**config.mk**
```make
export PLATFORM = sky130hd
export DESIGN_NAME = hdlc_stat_regs
export DESIGN_NICKNAME = d
export VERILOG_FILES = /design/src/rtl/hsr_pkg.sv /design/src/rtl/hsr_latch_bank.sv /design/src/rtl/hsr_level_cmp.sv /design/src/rtl/hsr_irq.sv /design/src/rtl/hdlc_stat_regs.sv
export SDC_FILE = /design/constraint.sdc
export NUM_CORES = 1
export LEC_CHECK = 0
export BUFFER_PORTS_ARGS = -buffer_cell sky130_fd_sc_hd__buf_2
export CAP_MARGIN = 25
export CORE_UTILIZATION = 53
export DETAILED_ROUTE_END_ITERATION = 8
export HOLD_SLACK_MARGIN = 0.1
export PLACE_DENSITY = 0.91
export RECOVER_POWER = 50
export SYNTH_ARGS = -nofsm -noshare
export SYNTH_HDL_FRONTEND = slang
export SYNTH_HIERARCHICAL = 1
export SYNTH_SLANG_ARGS = --single-unit
```
**constraint.sdc**
```tcl
create_clock -name clk -period 2.35 [get_ports clk]
set_input_delay 0.1175 -clock clk [delete_from_list [all_inputs] [get_ports clk]]
set_output_delay 0.1175 -clock clk [all_outputs]
set_load 0.1 [all_outputs]
```
**src/rtl/hsr_pkg.sv**
```systemverilog
package hsr_pkg;
  typedef enum logic [1:0] {
    RA_STATUS  = 2'd0,
    RA_IRQEN   = 2'd1,
    RA_LOWMARK = 2'd2,
    RA_SPARE   = 2'd3
  } reg_addr_e;
endpackage

```
**src/rtl/hsr_latch_bank.sv**
```systemverilog
module hsr_latch_bank #(
  parameter int N = 5
) (
  input  logic         clk,
  input  logic         rst_n,
  input  logic [N-1:0] evt,
  input  logic [N-1:0] clr,
  output logic [N-1:0] q
);
  // The event term is ORed in last, so a pulse beats a clear in the same cycle.
  function automatic logic next_bit(input logic cur, input logic set, input logic wipe);
    return set | (cur & ~wipe);
  endfunction

  for (genvar i = 0; i < N; i++) begin : g_bit
    always_ff @(posedge clk) begin
      if (!rst_n) q[i] <= 1'b0;
      else        q[i] <= next_bit(q[i], evt[i], clr[i]);
    end
  end
endmodule

```
**src/rtl/hsr_level_cmp.sv**
```systemverilog
module hsr_level_cmp #(
  parameter int LVL_W = 7
) (
  input  logic [LVL_W-1:0] level,
  input  logic [LVL_W-1:0] mark,
  output logic             below
);
  function automatic logic is_below(input logic [LVL_W-1:0] l, input logic [LVL_W-1:0] m);
    return l < m;
  endfunction

  assign below = is_below(level, mark);
endmodule

```
**src/rtl/hsr_irq.sv**
```systemverilog
module hsr_irq #(
  parameter int N = 5
) (
  input  logic [N-1:0] lat,
  input  logic [N-1:0] en,
  output logic         irq_n
);
  function automatic logic any_live(input logic [N-1:0] a, input logic [N-1:0] b);
    return |(a & b);
  endfunction

  assign irq_n = ~any_live(lat, en);
endmodule

```
**src/rtl/hdlc_stat_regs.sv**
```systemverilog
module hdlc_stat_regs #(
  parameter int N_EVT  = 5,
  parameter int N_RT   = 2,
  parameter int LVL_W  = 7,
  parameter int DATA_W = 8
) (
  input  logic              clk,
  input  logic              rst_n,
  input  logic [N_EVT-1:0]  evt_pulse,
  input  logic [N_RT-1:0]   rt_cond,
  input  logic [LVL_W-1:0]  tx_level,
  input  logic              host_cs,
  input  logic              host_wr,
  input  logic [1:0]        host_addr,
  input  logic [DATA_W-1:0] host_wdata,
  output logic [DATA_W-1:0] host_rdata,
  output logic              irq_n
);
  import hsr_pkg::*;

  localparam int RT_LSB = N_EVT + 1;

  logic               wr_stb;
  logic [N_EVT-1:0]   clr_mask;
  logic [N_EVT-1:0]   lat_q;
  logic [N_EVT-1:0]   irq_en_q;
  logic [LVL_W-1:0]   low_mark_q;
  logic               tx_below;
  logic               unused_wdata;

  assign unused_wdata = ^host_wdata;
  assign wr_stb = host_cs & host_wr;

  // Write-one-to-clear mask for the sticky bits.
  assign clr_mask = (wr_stb && reg_addr_e'(host_addr) == RA_STATUS)
                    ? host_wdata[N_EVT-1:0] : '0;

  always_ff @(posedge clk) begin
    if (!rst_n) begin
      irq_en_q   <= '0;
      low_mark_q <= '0;
    end else if (wr_stb) begin
      if (reg_addr_e'(host_addr) == RA_IRQEN)   irq_en_q   <= host_wdata[N_EVT-1:0];
      if (reg_addr_e'(host_addr) == RA_LOWMARK) low_mark_q <= host_wdata[LVL_W-1:0];
    end
  end

  hsr_latch_bank #(.N(N_EVT)) u_lat (
    .clk   (clk),
    .rst_n (rst_n),
    .evt   (evt_pulse),
    .clr   (clr_mask),
    .q     (lat_q)
  );

  hsr_level_cmp #(.LVL_W(LVL_W)) u_cmp (
    .level (tx_level),
    .mark  (low_mark_q),
    .below (tx_below)
  );

  hsr_irq #(.N(N_EVT)) u_irq (
    .lat   (lat_q),
    .en    (irq_en_q),
    .irq_n (irq_n)
  );

  always_comb begin
    host_rdata = '0;
    unique case (reg_addr_e'(host_addr))
      RA_STATUS: begin
        host_rdata[N_EVT-1:0]       = lat_q;
        host_rdata[N_EVT]           = tx_below;
        host_rdata[RT_LSB +: N_RT]  = rt_cond;
      end
      RA_IRQEN:   host_rdata[N_EVT-1:0] = irq_en_q;
      RA_LOWMARK: host_rdata[LVL_W-1:0] = low_mark_q;
      RA_SPARE:   host_rdata = '0;
    endcase
  end
endmodule

```
Word level (Yosys, flattened, before mapping) --
Cells that the tools add are included.
Word-level totals: flip-flop bits (word level) 17, input bits 28, output and inout bits 9
Operators by class: $lt $le $gt $ge 1, eq/ne operators 3, muxes and demuxes 4, bitwise logic cells 18, reductions and logical operators 5
Operator list (number):
- 5-bit case mux with 4 select lines | 1
- 7-bit < comparator | 1
- 1-bit AND | 6
- 1-bit NOT | 6
- 5-bit AND | 1
- 5-bit 2-to-1 mux | 1
- 1-bit OR | 5
- 5-bit OR reduction | 1
- 2-bit equality test, second input constant | 2
- 2-bit case mux with 2 select lines | 1
- 2-bit AND reduction | 2
- 2-bit by 1-bit equality test with 1-bit output, second input constant | 1
- 2-bit logical NOT | 1
- 1-bit logical AND | 1
- 1-bit 2-to-1 mux | 1

Logic depth before layout (Yosys ltp) --
word-level depth 6, depth in mapped cells 7, mapped depth without buffers 7

Hierarchy --
The synthesis kept the hierarchy.
Modules (own cells, without submodules):
- hdlc_stat_regs | times used 1, cells an instance 72, area each 688.2 um^2
- hsr_latch_bank | times used 1, cells an instance 15, area each 206.4 um^2
- hsr_level_cmp | times used 1, cells an instance 23, area each 152.6 um^2
- hsr_irq | times used 1, cells an instance 4, area each 23.8 um^2

Worst setup path before layout --
No wires, ideal clock.
path type input to output, start point in host_addr[0], end point out host_rdata[7], arrival time 2.452 ns, data required time 2.233 ns, path slack -0.219 ns, stages 2, path through buf_6 nor3b_1
Between the ends: cells in the longest elaborated chain, start to end 2
RTL lines:
- from (decl) | line hdlc_stat_regs.sv:14 | input logic [1:0] host_addr,
- 2-bit logical NOT | line hdlc_stat_regs.sv:70 | unique case (reg_addr_e'(host_addr))
- 1-bit 2-to-1 mux | line hdlc_stat_regs.sv:70
- to (decl) | line hdlc_stat_regs.sv:16 | output logic [DATA_W-1:0] host_rdata,
No other way between the ends.

Worst setup path after layout --
start point reg low_mark_q[6], end point out host_rdata[5]
Between the ends: cells in the longest elaborated chain, start to end 2
RTL lines:
- from (decl) | line hdlc_stat_regs.sv:27 | logic [LVL_W-1:0] low_mark_q;
- from (signal assigned) | line hdlc_stat_regs.sv:44 | if (reg_addr_e'(host_addr) == RA_LOWMARK) low_mark_q <= host_wdata[LVL_W-1:0];
- 7-bit < comparator | line hsr_level_cmp.sv:9 | return l < m;
- net tx_below | line hdlc_stat_regs.sv:28 | logic tx_below;
- 2-bit case mux with 2 select lines | line hdlc_stat_regs.sv:70
The timed path passes the listed nets, and every way through them passes these cells.

==> implementation parameters <==
Parameter                              Value

Outcome
  Run status    finished clean

CTS
  Clock tree root buffer cell    sky130_fd_sc_hd__clkbuf_4
  Clock tree from TritonCTS    built
  Number of clock sinks    17
  Htree depth    1
  Setup Fix Bufs, Post-CTS    0
  Clock latency on the worst-skew pair    0.29 ns
  Clock-pin slew of the registers on the worst-case setup and hold paths    0.09 ns
  Total clock buffers created by CTS    3
  Worst-case clock buffer depth    2

Yosys
  Fraction of synthesized area in multiplexers    17.8%
  Post-synthesis xor/xnor area fraction    0%
  Dominant cell type by area after synthesis    sky130_fd_sc_hd__dfxtp_1
  Most frequent cells after synthesis    sky130_fd_sc_hd__nand2_1, sky130_fd_sc_hd__mux2i_1, sky130_fd_sc_hd__dfxtp_1, sky130_fd_sc_hd__ha_1, sky130_fd_sc_hd__inv_1
  Instance count of the mapped netlist    114
  Compound-cell area share of the yosys netlist    about an eighth
  Main flop type after synthesis    sky130_fd_sc_hd__dfxtp_1
  Number of flops mapped to enable cells by yosys    0
  Arithmetic-cell share of the synthesized area counting full adders, half adders and majority gates    between 7 and 8%
  Synthesized netlist net count    148
  Area contributors post-synth    sky130_fd_sc_hd__dfxtp_1, sky130_fd_sc_hd__mux2i_1, sky130_fd_sc_hd__nand2_1
  Number of warnings issued by yosys    6
  Number of flip-flops and latches in the synthesized netlist    17
  Async SR Flop Fraction    0%
  Mean area per synthesized cell    9.39 um^2
  Netlist Area Pre-Place    1070 um^2
  Fraction of post-synthesis cell area in the top cell type by area    31.8%
  Sequential fraction of the synthesis area    31.8%
  Most repeated cell in the gate-level netlist after synthesis    sky130_fd_sc_hd__nand2_1
  Post-synthesis share of cell area spent on and, or, nand and nor gates    25.7%
  Largest family of logic cells by synthesized area    simple AND/OR/NAND/NOR gates
  Yosys cell types    24

Setup path
  CP required    between 2 and 2.5 ns
  Most numerous cell on the critical path    sky130_fd_sc_hd__a21oi_1
  Classification of the worst setup path    reg2out
  Worst endpoint data arrival time    between 1.5 and 2 ns
  Crit Reg-Reg Endpoint    u_lat/q[0]
  Worst reg2reg setup slack    1.61 ns
  Critical-path top delay cell    sky130_fd_sc_hd__buf_2
  Endpoint class of the critical path    output pin
  Worst-path cell chain    inv_1 -> ha_1 -> a21oi_1 -> o21ai_1 -> a21oi_1 -> mux2i_1 -> nor2_2 -> buf_2
  Longest individual stage delay on the worst path    0.43 ns
  Maximum fanout encountered on the critical timing path    3
  CP delay by family, top    buffers and inverters
  Worst Setup Start Kind    register
  Launch instance of the worst register-to-register path    u_lat/q[0]
  Number of buffers and inverters on the critical path    2
  Reg2reg path depth    2

Die
  Core outline area    1800 um^2
  Placement Rows    15
  Die span in y    47.0 um
  Top-level port count    37
  Area of the die    2200 um^2
  Die extent in x    47.0 um
  Initial cell density of the core    around three fifths

GRT
  Initial antenna violation count    0
  Vias in the first global route    946
  Global-route wire length before repair    3.88 mm
  All-layer global routing usage    25.8%
  Pin count of the biggest net entering global routing    25
  Leftover overflow at the end of global routing    0

STA
  Final-report max-slew violation count    0
  Post-layout min period    2.10 ns
  Maximum clock frequency    475 MHz
  Total negative setup slack    0 ns
  Worst-margin pin slew    between 0.7 and 0.8 ns
  Final Hold Vio Count    0
  Setup repair after global routing missed its margin    no
  Portion of the clock cycle consumed by the worst path in the final layout    between 80% and 90%
  Post-Route Hold Slack    0.110 ns
  Total setup violations reported at the end of the flow    0
  Post-route clock skew    0 ns
  Slew margin rel.    50.5%

Pwr
  Switching component of the power    between 0.0002 and 0.00025 W
  Relative contribution of the clock network to total power    24.5%
  Static leakage    0.668 nW
  Sequential power share    48.4%
  Cell Int Power    roughly 0.00043 W
  Combinational cell fraction of total power    27.1%
  Power per cell area    475 nW/um^2
  Worst-case vdd ir drop    0.324 mV
  Share of total power consumed by net switching    approximately a third

Drt
  Routed wire length per instance    roughly 14 um
  Iter 0 DRT Violations    10
  Via Count    960
  DR DRC count    0
  Vias per Instance    ~5.3
  Post-DRT Antenna Nets    0
  Total length of routed wires    about 2.5 mm
  Number of optimization iterations in the first detailed-route pass    4

Final layout
  Relative area change from synthesis to final layout    24.9%
  Final Util    74.2%
  Fraction of layout instances using a drive strength above 1    a little under a third
  Count of inserted antenna diode cells    0
  Final net count    190
  Count of fill cells added during filler insertion    approximately 140

Worst hold path
  Hold Path Class    in2reg
  End point of the most critical hold path    irq_en_q[1]
  Worst hold path stage count    3
  Hold wc startpoint    host_wdata[1]

Job
  Max-cap violation count    0

Placement
  Global placer's final weighted congestion    0.726
  Number of port buffers    35
  Detailed placer's ending HPWL    1.82 mm
==> how the worst max path moves through the flow <==
| stage | start | end | slack (ns) | cells after the start |
|---|---|---|---|---|
| 2_1_floorplan | irq_en_q[4] | host_rdata[4] | 0.38 | 2 |
| 3_3_place_gp | low_mark_q[2] | host_rdata[5] | 0.65 | 8 |
| 3_5_place_dp | low_mark_q[6] | host_rdata[5] | 0.58 | 8 |
| 4_1_cts | low_mark_q[6] | host_rdata[5] | 0.25 | 8 |
| 5_1_grt | low_mark_q[6] | host_rdata[5] | 0.10 | 8 |
| 6_report | low_mark_q[6] | host_rdata[5] | 0.25 | 8 |
==> power groups by stage <==
stage	sequential, W	clock [W]	combinational [W]
2_1_floorplan	0.000311	0	0.000124
3_5_place_dp	0.000314	0	0.000162
6_report	0.000307	0.000155	0.000172
4_1_cts	0.000307	0.000160	0.000172
5_1_grt	0.000309	0.000175	0.000184
3_3_place_gp	0.000313	0	0.000156
==> state kept, by name, indices dropped and copies added (netlist names) <==
register and cells:
u_lat/q 5, irq_en_q 5, low_mark_q 7
==> worst min-delay path, stage by stage <==
cell                      delay, ns
sky130_fd_sc_hd__buf_2         0.10
sky130_fd_sc_hd__nand2_1       0.07
sky130_fd_sc_hd__mux2i_1       0.06
==> what timing repair did <==
action | in CTS | in global routing
hold endpoints to repair | 7 | 0
hold buffers | 7 | 0
resized for setup | 0 | 0
==> area by class of cell <==
cell class	count	area (um^2)	share of cell area [%]
Multi-Input combinational cell	86	673	50.3
Sequential cell	17	340	25.4
Timing Repair Buffer	42	244	18.2
Tap cell	25	31.3	2.34
Clock buffer	4	26.3	1.96
Inverter	6	22.5	1.68
==> per-layer routing <==
layer	global-route usage, %	routed length, um	vias up
met2	46.1	1320	29
met3	5.77	113	6
met1	27.0	988	451
met4	16.6	53	0
met5	0	0	-
li1	-	-	474
==> per-stage QoR <==
step | power (W) | instances | setup WS [ns] | instance area, um^2
finish | 0.000635 | 180 | 0.246 | 1340
global route | 0.000668 | 180 | 0.104 | 1340
CTS | 0.000638 | 180 | 0.248 | 1340
detailed placement | 0.000476 | 169 | 0.583 | 1240
global placement | 0.000469 | 169 | 0.651 | 1240
floorplan | 0.000435 | 114 | 0.378 | 1080
==> logic make-up (layout without fill, tap and decap cells) <==
logic type	Yosys count	count (layout)
AOI/OAI and AO/OA	17	17
adders and majority gates	6	6
buffers and inverters	11	52
DFF	17	17
muxes	19	19
and+or+nand+nor	44	44
==> cell usage in the layout, fill, tap and decap left out <==
cell type and instances:
sky130_fd_sc_hd__and2_0 3, sky130_fd_sc_hd__mux2i_1 19, sky130_fd_sc_hd__dfxtp_1 17, sky130_fd_sc_hd__nor2_1 2, sky130_fd_sc_hd__and2_1 2, sky130_fd_sc_hd__a21oi_1 3, sky130_fd_sc_hd__dlygate4sd3_1 7, sky130_fd_sc_hd__nand4b_1 1
sky130_fd_sc_hd__clkbuf_4 3, sky130_fd_sc_hd__o21a_1 5, sky130_fd_sc_hd__and2b_2 1, sky130_fd_sc_hd__nand4b_4 1, sky130_fd_sc_hd__o21ai_1 2, sky130_fd_sc_hd__a21oi_2 1, sky130_fd_sc_hd__clkbuf_1 2, sky130_fd_sc_hd__o2bb2ai_1 5
sky130_fd_sc_hd__buf_2 34, sky130_fd_sc_hd__nor2b_4 5, sky130_fd_sc_hd__and4bb_1 1, sky130_fd_sc_hd__inv_1 6, sky130_fd_sc_hd__nor2b_1 1, sky130_fd_sc_hd__a222oi_1 1, sky130_fd_sc_hd__ha_1 6, sky130_fd_sc_hd__nand2_1 24
sky130_fd_sc_hd__nor2_2 1, sky130_fd_sc_hd__nor3b_2 1, sky130_fd_sc_hd__and3_1 1
Power figures use the tool's default switching activity.
